===== src/rtl/mbx_tx_pkg.sv =====
// Shared types for the mailbox request transmit sequencer.
// Assumes 32-bit register data; byte 0 is bits 7:0.
package mbx_tx_pkg;

    typedef enum logic [2:0] {
        ST_IDLE,
        ST_POLL_RD,
        ST_POLL_CHK,
        ST_HDR1,
        ST_HDR2,
        ST_PAY,
        ST_GO
    } tx_state_t;

    typedef enum logic [1:0] {
        RC_OK     = 2'd0,
        RC_BUSY   = 2'd1,
        RC_IOERR  = 2'd2,
        RC_TOOBIG = 2'd3
    } tx_code_t;

    // Keep the low 'keep' bytes of a dword; keep==0 means the whole dword.
    function automatic logic [31:0] pad_tail(input logic [31:0] d, input logic [1:0] keep);
        logic [31:0] r;
        case (keep)
            2'd1:    r = {24'h0, d[7:0]};
            2'd2:    r = {16'h0, d[15:0]};
            2'd3:    r = {8'h0, d[23:0]};
            default: r = d;
        endcase
        return r;
    endfunction

endpackage


===== src/rtl/mbx_len_calc.sv =====
// Length arithmetic for one request object.
// Works out the payload dword count, the encoded length field and the
// oversize flag from the byte count. Purely combinational.
// Assumes TOT_W > LEN_W so that the total never wraps before comparison.
module mbx_len_calc #(
    parameter int BCNT_W = 21,
    parameter int LEN_W  = 18,
    parameter int TOT_W  = 22
) (
    input  logic [BCNT_W-1:0] nbytes,
    output logic [TOT_W-1:0]  pay_dw,
    output logic [LEN_W-1:0]  len_field,
    output logic              too_big,
    output logic [1:0]        tail
);
    localparam logic [TOT_W-1:0] MAX_DW = TOT_W'(1) << LEN_W;

    logic [TOT_W-1:0] total;

    // Round the byte count up to dwords, add the two header dwords, encode.
    always_comb begin
        pay_dw    = (TOT_W'(nbytes) + TOT_W'(3)) >> 2;
        total     = pay_dw + TOT_W'(2);
        too_big   = total > MAX_DW;
        len_field = total[LEN_W-1:0];
        tail      = nbytes[1:0];
    end

endmodule


===== src/rtl/mbx_pay_buf.sv =====
// Local payload buffer: one write port for the client, one
// combinational read port for the sequencer. Storage has no reset;
// the client loads it before it starts a request.
module mbx_pay_buf #(
    parameter int DEPTH = 16,
    parameter int AW    = 4
) (
    input  logic          clk,
    input  logic          we,
    input  logic [AW-1:0] waddr,
    input  logic [31:0]   wdata,
    input  logic [AW-1:0] raddr,
    output logic [31:0]   rdata
);
    logic [31:0] mem [DEPTH];

    // One write decoder per entry.
    for (genvar g = 0; g < DEPTH; g++) begin : g_ent
        always_ff @(posedge clk) begin
            if (we && waddr == AW'(g)) mem[g] <= wdata;
        end
    end

    // Read the addressed entry.
    assign rdata = mem[raddr];

endmodule


===== src/rtl/mbx_elapsed.sv =====
// Elapsed-cycle counter for the busy poll. It is held at zero while
// clr is high and counts while en is high, saturating at its maximum.
// expired is high once the count has reached TMO_CYC.
module mbx_elapsed #(
    parameter int TMO_CYC = 1000000,
    parameter int CW      = 21
) (
    input  logic          clk,
    input  logic          rst_n,
    input  logic          clr,
    input  logic          en,
    output logic [CW-1:0] cnt,
    output logic          expired
);
    // Advance, clear or hold the elapsed count.
    always_ff @(posedge clk) begin
        if (!rst_n || clr)         cnt <= '0;
        else if (en && ~&cnt)      cnt <= cnt + CW'(1);
    end

    assign expired = cnt >= CW'(TMO_CYC);

    // once expired, the count stays expired until it is cleared.
    a_r3_expiry_sticky: assert property (@(posedge clk) disable iff (!rst_n)
        (expired && !clr) |=> expired);

endmodule


===== src/rtl/mbx_req_sender.sv =====
// Mailbox request transmit sequencer (top).
// Polls the status register until busy clears (or times out), checks the
// error bit and the object length, then writes the two header dwords and
// the payload to the write-mailbox register and sets go in control.
// Assumes status read data is valid the cycle after reg_rd_en_o, and that
// BUF_DW is a power of two.
module mbx_req_sender
    import mbx_tx_pkg::*;
#(
    parameter int BCNT_W   = 21,
    parameter int LEN_W    = 18,
    parameter int BUF_DW   = 16,
    parameter int TMO_CYC  = 1000000,
    parameter int ADDR_W   = 12,
    parameter logic [ADDR_W-1:0] ADDR_CTRL = 12'h008,
    parameter logic [ADDR_W-1:0] ADDR_STAT = 12'h00C,
    parameter logic [ADDR_W-1:0] ADDR_WMB  = 12'h010,
    parameter int BUSY_BIT = 0,
    parameter int ERR_BIT  = 2,
    parameter int GO_BIT   = 31,
    localparam int BUF_AW  = $clog2(BUF_DW)
) (
    input  logic              clk,
    input  logic              rst_n,
    input  logic              start_i,
    input  logic [15:0]       vendor_i,
    input  logic [7:0]        objtype_i,
    input  logic [BCNT_W-1:0] nbytes_i,
    input  logic              pbuf_we_i,
    input  logic [BUF_AW-1:0] pbuf_addr_i,
    input  logic [31:0]       pbuf_data_i,
    output logic              reg_rd_en_o,
    output logic [ADDR_W-1:0] reg_rd_addr_o,
    input  logic [31:0]       reg_rd_data_i,
    output logic              reg_wr_en_o,
    output logic [ADDR_W-1:0] reg_wr_addr_o,
    output logic [31:0]       reg_wr_data_o,
    output logic              busy_o,
    output logic              done_o,
    output logic [1:0]        code_o
);
    localparam int TOT_W = ((BCNT_W > LEN_W) ? BCNT_W : LEN_W) + 1;
    localparam int TCW   = $clog2(TMO_CYC + 1) + 1;

    tx_state_t         state_q, state_d;
    logic [15:0]       vid_q;
    logic [7:0]        type_q;
    logic [BCNT_W-1:0] bcnt_q;
    logic [TOT_W-1:0]  idx_q;
    logic              done_q;
    tx_code_t          code_q;

    logic [TOT_W-1:0]  pay_dw;
    logic [LEN_W-1:0]  len_field;
    logic              too_big;
    logic [1:0]        tail;
    logic [31:0]       buf_rdata;
    logic [TCW-1:0]    elapsed;
    logic              expired;
    logic              fin;
    tx_code_t          fin_code;
    logic              last_pay;

    mbx_len_calc #(.BCNT_W(BCNT_W), .LEN_W(LEN_W), .TOT_W(TOT_W)) i_len (
        .nbytes   (bcnt_q),
        .pay_dw   (pay_dw),
        .len_field(len_field),
        .too_big  (too_big),
        .tail     (tail)
    );

    mbx_pay_buf #(.DEPTH(BUF_DW), .AW(BUF_AW)) i_buf (
        .clk  (clk),
        .we   (pbuf_we_i),
        .waddr(pbuf_addr_i),
        .wdata(pbuf_data_i),
        .raddr(idx_q[BUF_AW-1:0]),
        .rdata(buf_rdata)
    );

    mbx_elapsed #(.TMO_CYC(TMO_CYC), .CW(TCW)) i_tmr (
        .clk    (clk),
        .rst_n  (rst_n),
        .clr    (state_q == ST_IDLE),
        .en     (state_q == ST_POLL_RD || state_q == ST_POLL_CHK),
        .cnt    (elapsed),
        .expired(expired)
    );

    assign last_pay = (idx_q + TOT_W'(1)) == pay_dw;

    // Next state and end-of-sequence result.
    always_comb begin
        state_d  = state_q;
        fin      = 1'b0;
        fin_code = RC_OK;
        case (state_q)
            ST_IDLE:     if (start_i) state_d = ST_POLL_RD;
            ST_POLL_RD:  state_d = ST_POLL_CHK;
            ST_POLL_CHK: begin
                if (reg_rd_data_i[BUSY_BIT]) begin
                    if (expired) begin
                        state_d = ST_IDLE; fin = 1'b1; fin_code = RC_BUSY;
                    end else begin
                        state_d = ST_POLL_RD;
                    end
                end else if (reg_rd_data_i[ERR_BIT]) begin
                    state_d = ST_IDLE; fin = 1'b1; fin_code = RC_IOERR;
                end else if (too_big) begin
                    state_d = ST_IDLE; fin = 1'b1; fin_code = RC_TOOBIG;
                end else begin
                    state_d = ST_HDR1;
                end
            end
            ST_HDR1:     state_d = ST_HDR2;
            ST_HDR2:     state_d = (pay_dw == '0) ? ST_GO : ST_PAY;
            ST_PAY:      if (last_pay) state_d = ST_GO;
            ST_GO: begin
                state_d = ST_IDLE; fin = 1'b1; fin_code = RC_OK;
            end
            default:     state_d = ST_IDLE;
        endcase
    end

    // State, captured request and payload index registers.
    always_ff @(posedge clk) begin
        if (!rst_n) begin
            state_q <= ST_IDLE;
            vid_q   <= '0;
            type_q  <= '0;
            bcnt_q  <= '0;
            idx_q   <= '0;
        end else begin
            state_q <= state_d;
            if (state_q == ST_IDLE && start_i) begin
                vid_q  <= vendor_i;
                type_q <= objtype_i;
                bcnt_q <= nbytes_i;
            end
            if (state_q == ST_HDR2)     idx_q <= '0;
            else if (state_q == ST_PAY) idx_q <= idx_q + TOT_W'(1);
        end
    end

    // Registered completion pulse and result code.
    always_ff @(posedge clk) begin
        if (!rst_n) begin
            done_q <= 1'b0;
            code_q <= RC_OK;
        end else begin
            done_q <= fin;
            if (fin) code_q <= fin_code;
        end
    end

    // Register port drive, decoded from the current state.
    always_comb begin
        reg_rd_en_o   = (state_q == ST_POLL_RD);
        reg_rd_addr_o = reg_rd_en_o ? ADDR_STAT : '0;
        reg_wr_en_o   = 1'b0;
        reg_wr_addr_o = '0;
        reg_wr_data_o = '0;
        case (state_q)
            ST_HDR1: begin
                reg_wr_en_o   = 1'b1;
                reg_wr_addr_o = ADDR_WMB;
                reg_wr_data_o = {8'h00, type_q, vid_q};
            end
            ST_HDR2: begin
                reg_wr_en_o   = 1'b1;
                reg_wr_addr_o = ADDR_WMB;
                reg_wr_data_o = 32'(len_field);
            end
            ST_PAY: begin
                reg_wr_en_o   = 1'b1;
                reg_wr_addr_o = ADDR_WMB;
                reg_wr_data_o = last_pay ? pad_tail(buf_rdata, tail) : buf_rdata;
            end
            ST_GO: begin
                reg_wr_en_o   = 1'b1;
                reg_wr_addr_o = ADDR_CTRL;
                reg_wr_data_o = 32'h1 << GO_BIT;
            end
            default: ;
        endcase
    end

    assign busy_o = (state_q != ST_IDLE);
    assign done_o = done_q;
    assign code_o = code_q;

    // one register access per cycle.
    a_r13_single_access: assert property (@(posedge clk) disable iff (!rst_n)
        !(reg_rd_en_o && reg_wr_en_o));

    // completion is a one-cycle pulse.
    a_r11_done_pulse: assert property (@(posedge clk) disable iff (!rst_n)
        done_o |=> !done_o);

    // the control write is followed by a successful completion.
    a_r10_go_then_done: assert property (@(posedge clk) disable iff (!rst_n)
        (reg_wr_en_o && reg_wr_addr_o == ADDR_CTRL) |=> (done_o && code_o == RC_OK));

    // the first header goes out only after a clean idle status read.
    a_r2_send_after_idle: assert property (@(posedge clk) disable iff (!rst_n)
        (state_q == ST_HDR1) |->
            $past(state_q == ST_POLL_CHK && !reg_rd_data_i[BUSY_BIT] && !reg_rd_data_i[ERR_BIT]));

    // a busy-timeout result needs the full timeout to have elapsed.
    a_r3_timeout_elapsed: assert property (@(posedge clk) disable iff (!rst_n)
        (fin && fin_code == RC_BUSY) |-> elapsed >= TCW'(TMO_CYC));

endmodule


===== config.mk =====
export PLATFORM = sky130hd
export DESIGN_NAME = mbx_req_sender
export DESIGN_NICKNAME = d
export VERILOG_FILES = /design/src/rtl/mbx_tx_pkg.sv /design/src/rtl/mbx_len_calc.sv /design/src/rtl/mbx_pay_buf.sv /design/src/rtl/mbx_elapsed.sv /design/src/rtl/mbx_req_sender.sv
export SDC_FILE = /design/constraint.sdc
export NUM_CORES = 1
export LEC_CHECK = 0
export CORE_ASPECT_RATIO = 2
export CORE_MARGIN = 4
export CORE_UTILIZATION = 45
export CTS_CLUSTER_DIAMETER = 80
export DETAILED_ROUTE_END_ITERATION = 12
export DONT_BUFFER_PORTS = 1
export HOLD_SLACK_MARGIN = 0.05
export PLACE_DENSITY = 0.59
export SYNTH_ARGS = -nofsm -noshare
export SYNTH_HDL_FRONTEND = slang
export SYNTH_HIERARCHICAL = 1
export SYNTH_SLANG_ARGS = --single-unit

===== constraint.sdc =====
create_clock -name clk -period 8.2 [get_ports clk]
set_clock_uncertainty 0.1 [all_clocks]
set_input_delay 0.41 -clock clk [delete_from_list [all_inputs] [get_ports clk]]
set_output_delay 0.41 -clock clk [all_outputs]
set_load 0.03 [all_outputs]

==> results.ini, run 1 <==
[run_status]
outcome=finished clean

[route]
wl_per_cell_microns=25.8
firstDrtPassIters=5
first_iter_violations=1301
totalWireLength_mm=66.7
viasPerCell=5.92
final_antenna_net_count=0
via_count=15300
post-route-drc-count=0

[timing]
fmax_ghz=0.181
post-route-min-period_ns=5.54
layout_setup_ws_ns=2.66
final-max-slew-violation-count=0
worst_pin_slew_ns=1.15
period_share=0.675
tns_ns=0
rsz0062_at_grt=no
relSlewSlack=0.224
hold_viol_final=0
finalSetupViolCount=0

[cts]
clk_pin_slew_worst_paths_ns=0.08
clock-sinks=606
cts_buffers=53
cts_resized=0
cts_root_buf=clkbuf_16
cts_buffer_depth=3
clkLatencyLatePin_ns=0.60
cts_hold_buffers=85
cts_setup_buffers=0
tritoncts=done
htree_levels=2

[placed_design]
place_congestion=0.900
place_ws_ns=3.20
io_buffers=0
dpl.hpwl_mm=39.9

[synthesis]
yosysWarnings=6
async_flop_share=0
synth_edf_count=512
synth_area_sq_um=25900
synth_top_flop_cell=edfxtp_1
netlist-cell-type-count=79
synth-seq-cells=606
ys_seq_area_frac=0.665
syn_inst=1721
avgSynthCellArea_sq_um=15.1

[setup_path]
cp_cell_sequence=nand4_2, nor2_2, o2111ai_1, a2111oi_4, nand4_2, nor2_4, o21ai_0
regToRegSetupSlack_ns=3.19
reg2reg_depth=14
crit_fanout=69
critical_path.max_stage_delay_ns=1.05
critPathCaptureType=output pin
r2r_start=bcnt_q[3]$_SDFFE_PN0P_
cp_common_cell=nand4_2
critPathTopFamily=simple AND/OR/NAND/NOR gates
startpoint=idx_q[1]$_SDFFE_PP0P_
arrival_ns=5.03
crit_slowest_cell=dfxtp_4
required_ns=7.69
r2r_end=state_q[0]$_SDFFE_PN0P_
worstSetupStartpointType=flop
crit_type=flop to output pin
critPathBufInv=0

[power]
switching_power_uw=1380
fin_total_pwr_uw=6260
clock_power_share=0.398
cellInternalPower_uw=4880
leakagePower_uw=0.00911
ir_worst_vdd_uv=203
combPwrFrac=0.051
p_per_area_nw_per_um2=214
sw_frac_of_total=0.220
seqPwrFrac=0.551

[floorplanning]
start_util=0.454
io-pin-count=179
rows=124
die_x_microns=178
core_area_sq_um=57100
die_area_sq_um=61800
die_height_microns=348

[hold_path]
hp-class=input port to flop
holdPathEnd=state_q[2]$_SDFFE_PN0P_
min-delay-start=start_i
holdPathStages=2

[cells_and_area]
area_growth_pct=12.8
postLayoutCoreUtil=0.513
drive_above_1_share=0.161
fillCellCount=4799
layout.nets=1904

[job]
cap_viol_max_count=0

[global_routing]
grt_overflow=0
grt_pass1_wl_mm=98.1
antenna_found_initial=7
grt_max_degree=70
grt_pass1_vias=15700
grt_usage=0.213

## worst register-to-register path, cell delays in order (launching register included)
cell and delay, ns:
dfxtp_1 0.59, o211ai_4 0.22, xnor2_1 0.83, ha_1 0.42, nand4_1 0.17, nor4_1 0.26
o21ai_1 0.20, xnor2_1 0.31, nor4b_1 0.57, o2111ai_1 0.22, and2_1 0.26, nor3_1 0.18
o21bai_1 0.10, a2111o_1 0.41, o31ai_1 0.07
## worst max-delay path by stage
stage                             end  slack [ns]  cells after the start
CTS                 reg_wr_data_o[21]        2.54                      7
global placement    reg_wr_data_o[31]        3.21                      7
global route        reg_wr_data_o[21]        2.31                      7
detailed placement  reg_wr_data_o[21]        3.20                      7
floorplan           reg_wr_data_o[21]        4.48                     12
finish              reg_wr_data_o[21]        2.66                      7
## cell usage after synthesis, drive strengths merged (14+ instances only)
cell,n,share of area
or3,16,0.0039
a21oi,94,0.018
o21ai,42,0.0081
nand4,21,0.0066
xor2,30,0.010
inv,23,0.0033
nand3,24,0.0048
edfxtp,512,0.59
mux4,128,0.11
nor2,84,0.013
a22oi,71,0.021
nand2b,14,0.0034
xnor2,52,0.018
clkbuf,58,0.0085
nand2,189,0.027
nor4,22,0.0073
dfxtp,94,0.073
buf,77,0.019
nor3,29,0.0056
## cell families (layout without fill, tap and decap cells)
kind of cell | count (synthesis) | after routing | share of synthesized area
AO/OA/AOI/OAI | 268 | 268 | 0.0677
XOR/XNOR | 83 | 83 | 0.0296
adder cells (fa/ha/maj) | 4 | 4 | 0.00193
buffers and inverters | 158 | 241 | 0.0308
flip-flops | 606 | 606 | 0.665
multiplexers | 138 | 138 | 0.115
other | 2 | 26 | 0.000290
AND/OR/NAND/NOR | 462 | 462 | 0.0894
## cells in the final DEF (no fill, tap or decap), drive strengths merged, types with 37 or more instances in the layout
master	netlist	final
xnor2	52	52
a22oi	71	71
a21oi	94	94
clkbuf	58	61
o21ai	42	42
dlygate4sd3	0	85
edfxtp	512	512
dfxtp	94	94
nand2	189	189
nor2	84	84
mux4	128	128
buf	77	37
## power groups by stage
| stage | logic (uW) | registers, uW | clock network (uW) |
|---|---|---|---|
| after CTS | 316 | 3450 | 2550 |
| after global placement | 244 | 3510 | 0 |
| after floorplan | 203 | 3500 | 0 |
| after detailed placement | 247 | 3520 | 0 |
| final | 317 | 3450 | 2490 |
| after global routing | 341 | 3460 | 2670 |
## final cells by class
cell class	count	area (sq um)	area share
clock inverter	35	335	0.0115
multi-input combinational	977	8110	0.277
antenna	4	10.0	0.000342
clock buffer	61	1380	0.0471
inverter	23	86.3	0.00295
sequential	606	17300	0.590
timing repair buffer	122	1140	0.0388
tap	756	946	0.0323
## layer usage
metal | vias to the layer above | share of wire | GRT usage | routed length (microns)
li1 | 6745 | - | - | -
met1 | 7845 | 0.38 | 0.261 | 25400
met2 | 552 | 0.52 | 0.372 | 34500
met3 | 137 | 0.059 | 0.0351 | 3910
met4 | 6 | 0.043 | 0.0875 | 2850
met5 | - | 0.00063 | 0 | 42
## sequential cells by signal, indices dropped and copies added, names as in the netlist
| name | cells |
|---|---|
| type_q | 8 |
| idx_q | 22 |
| i_tmr/cnt | 21 |
| state_q | 3 |
| done_o | 1 |
| vid_q | 16 |
| bcnt_q | 21 |
| code_o | 2 |
| i_buf/mem | 512 |
## metrics by stage
stage	area, sq um	hold WS [ns]	std cells
finish	29300	0.0772	2584
global route	29300	0.117	2583
CTS	29300	0.0561	2580
detailed placement	26700	0.350	2399
global placement	26700	0.344	2399
floorplan	26000	0.335	1741
(Power assumes the default switching activity.)
==> run 2: changes to the inputs <==
--- a/config.mk
+++ b/config.mk
@@ -12,7 +12,7 @@
 export DETAILED_ROUTE_END_ITERATION = 12
 export DONT_BUFFER_PORTS = 1
 export HOLD_SLACK_MARGIN = 0.05
-export PLACE_DENSITY = 0.59
+export PLACE_DENSITY = 0.61
 export SYNTH_ARGS = -nofsm -noshare
 export SYNTH_HDL_FRONTEND = slang
 export SYNTH_HIERARCHICAL = 1
==> constraint.sdc (replaced) <==
create_clock -name clk -period 4.8 [get_ports clk]
set_clock_uncertainty 0.1 [all_clocks]
set_input_delay 0.24 -clock clk [delete_from_list [all_inputs] [get_ports clk]]
set_output_delay 0.24 -clock clk [all_outputs]
set_load 0.03 [all_outputs]
==> results.ini, run 2 (synthesis results as in run 1) <==
[global_routing]
grt_pass1_vias=16100  ; was 15.7k
grt_usage=0.218  ; was 0.213
grt_pass1_wl_mm=100  ; was 98.1 mm
grt_max_degree=75  ; was 70
antenna_found_initial=11  ; was 7
grt_overflow=0  ; unchanged

[floorplanning]
start_util=0.454  ; unchanged
die_x_microns=178  ; unchanged
core_area_sq_um=57100  ; unchanged
rows=124  ; unchanged
die_area_sq_um=61800  ; unchanged
die_height_microns=348  ; unchanged
io-pin-count=179  ; unchanged

[power]
ir_worst_vdd_uv=292  ; was 203 uV
seqPwrFrac=0.567  ; was 0.551
clock_power_share=0.376  ; was 0.398
cellInternalPower_uw=8090  ; was 4880 uW
combPwrFrac=0.056  ; was 0.051
p_per_area_nw_per_um2=351  ; was 214 nW/um^2
leakagePower_uw=0.00934  ; was 0.00911 uW
switching_power_uw=2290  ; was 1380 uW
sw_frac_of_total=0.220  ; about the same

[setup_path]
cp_cell_sequence=o211ai_4, nor3_1, nand2_1, xnor2_1, xor2_1, or3_1, o2bb2ai_1, nor4_1, nand4_2, nor2_4, buf_4, o21ai_0, buf_4  ; was nand4_2, nor2_2, o2111ai_1, a2111oi_4, nand4_2, nor2_4, o21ai_0
crit_type=flop to output pin  ; unchanged
arrival_ns=4.24  ; was 5.03 ns
critical_path.max_stage_delay_ns=0.56  ; was 1.05 ns
required_ns=4.46  ; was 7.69 ns
cp_common_cell=buf_4  ; was nand4_2
crit_slowest_cell=dfxtp_1  ; was dfxtp_4
worstSetupStartpointType=flop  ; unchanged
crit_fanout=15  ; was 69
critPathCaptureType=output pin  ; unchanged

[cells_and_area]
layout.nets=1953  ; was 1904
largest-register=i_buf/mem  ; unchanged
layout_commonest_cell=edfxtp_1  ; unchanged
top_regs=i_buf/mem (512), idx_q (22)  ; unchanged
area_growth_pct=14.1  ; was 12.8%
layout_common_cells=edfxtp_1 (512), nand2_1 (188), mux4_2 (128)  ; unchanged
largest_reg_flops=512  ; unchanged
drive_above_1_share=0.174  ; was 0.161

[cts]
cts_root_buf=clkbuf_16  ; unchanged
clk_pin_slew_worst_paths_ns=0.07  ; was 0.08 ns
clkLatencyLatePin_ns=0.58  ; was 0.60 ns
cts_buffer_depth=3  ; unchanged
cts_buffers=50  ; was 53
clock-sinks=606  ; unchanged
htree_levels=2  ; unchanged
tritoncts=done  ; unchanged

[route]
wl_per_cell_microns=25.7  ; was 25.8 microns
via_count=15600  ; was 15.3k
first_iter_violations=1294  ; was 1301
final_antenna_net_count=0  ; unchanged
totalWireLength_mm=67.7  ; was 66.7 mm
post-route-drc-count=0  ; unchanged
firstDrtPassIters=6  ; was 5
viasPerCell=5.91  ; was 5.92

[run_status]
outcome=finished clean  ; unchanged

[timing]
tns_ns=0  ; unchanged
fmax_ghz=0.218
period_share=0.954
hold_viol_final=0  ; unchanged
finalSetupViolCount=0  ; unchanged
post-route-min-period_ns=4.58
worst_pin_slew_ns=1.02  ; was 1.15 ns
relSlewSlack=0.319  ; was 0.224
whs_ns=0.106  ; was 0.0772 ns
rsz0062_at_grt=no  ; unchanged
final-max-slew-violation-count=0  ; unchanged

[placed_design]
dpl.hpwl_mm=41.2  ; was 39.9 mm
io_buffers=0  ; unchanged
place_congestion=0.953  ; was 0.900

[job]
cap_viol_max_count=0  ; unchanged

[hold_path]
hp-class=input port to flop  ; unchanged

## run 2: changes by cell type in the layout (fill, tap and decap cells not counted), sizes merged
cell / delta
buf: +32
dlygate4sd3: +20
diode: +6
bufinv: -3
clkinvlp: -2
clkbuf: -1
clkinv: +1
inv: +1
## run 2: final timing paths
kind | from | endpoint | slack (ns) | cells after the start
worst max-delay path | bcnt_q[0]$_SDFFE_PN0P_ | reg_wr_data_o[22] | 0.22 | 13
worst min-delay path | start_i | type_q[7]$_SDFFE_PN0P_ | 0.11 | 4
worst max register to register | bcnt_q[1]$_SDFFE_PN0P_ | code_o[1]$_SDFFE_PN0P_ | 0.31 | 14
worst min register to register | vid_q[7]$_SDFFE_PN0P_ | vid_q[7]$_SDFFE_PN0P_ | 0.36 | 2
## run 2: per-layer routing
layer,up-vias,wire length [microns],track usage
met5,-,14,0
met4,2,3510,0.104
met1,7919,24300,0.256
met3,185,4470,0.0390
met2,629,35400,0.385
li1,6865,-,-
## run 2: metrics by stage
stage / cells / worst slack (ns) / power, uW / cell area [sq um] / util
floorplan: 1741 / 1.25 / 6320 / 26000 / -
global placement: 2430 / 0.502 / 6430 / 26900 / 0.472
detailed placement: 2430 / 0.423 / 6450 / 26900 / 0.472
CTS: 2628 / 0.0454 / 10400 / 29500 / 0.517
global route: 2632 / 0.0498 / 10700 / 29600 / 0.518
finish: 2638 / 0.221 / 10400 / 29600 / 0.518
## run 2: power groups by stage
stage                     sequential [uW]  combinational [uW]  clock [uW]
final                                5890                 586        3900
after CTS                            5890                 577        3990
after floorplan                      5970                 347           0
after detailed placement             6000                 444           0
after global placement               5990                 437           0
after global routing                 5890                 630        4190
## run 2: repair_timing
item / in CTS / in global routing
endpoints found under the setup margin: 7 / 24
buffers inserted: 1 / 0
pin swaps: 1 / 0
hold endpoints to repair: 588 / 0
resized for setup: 0 / 11
hold buffers: 105 / 0
## run 2: area by class of cell
cell class | count | area, sq um
Multi-Input combinational cell | 977 | 8160
Sequential cell | 606 | 17300
Antenna cell | 10 | 25.0
Clock buffer | 60 | 1310
Clock inverter | 32 | 213
Fill cell | 4737 | 27500
Tap cell | 756 | 946
Inverter | 23 | 86.3
Timing Repair Buffer | 174 | 1590
## run 2: worst max-delay path: cells and delay by family, from the launching register on
kind,cells,cell delay [ns]
buffers and inverters,2,0.45
AND/OR/NAND/NOR,6,1.63
AO/OA/AOI/OAI,3,0.52
flip-flops,1,0.56
XOR/XNOR,2,0.48
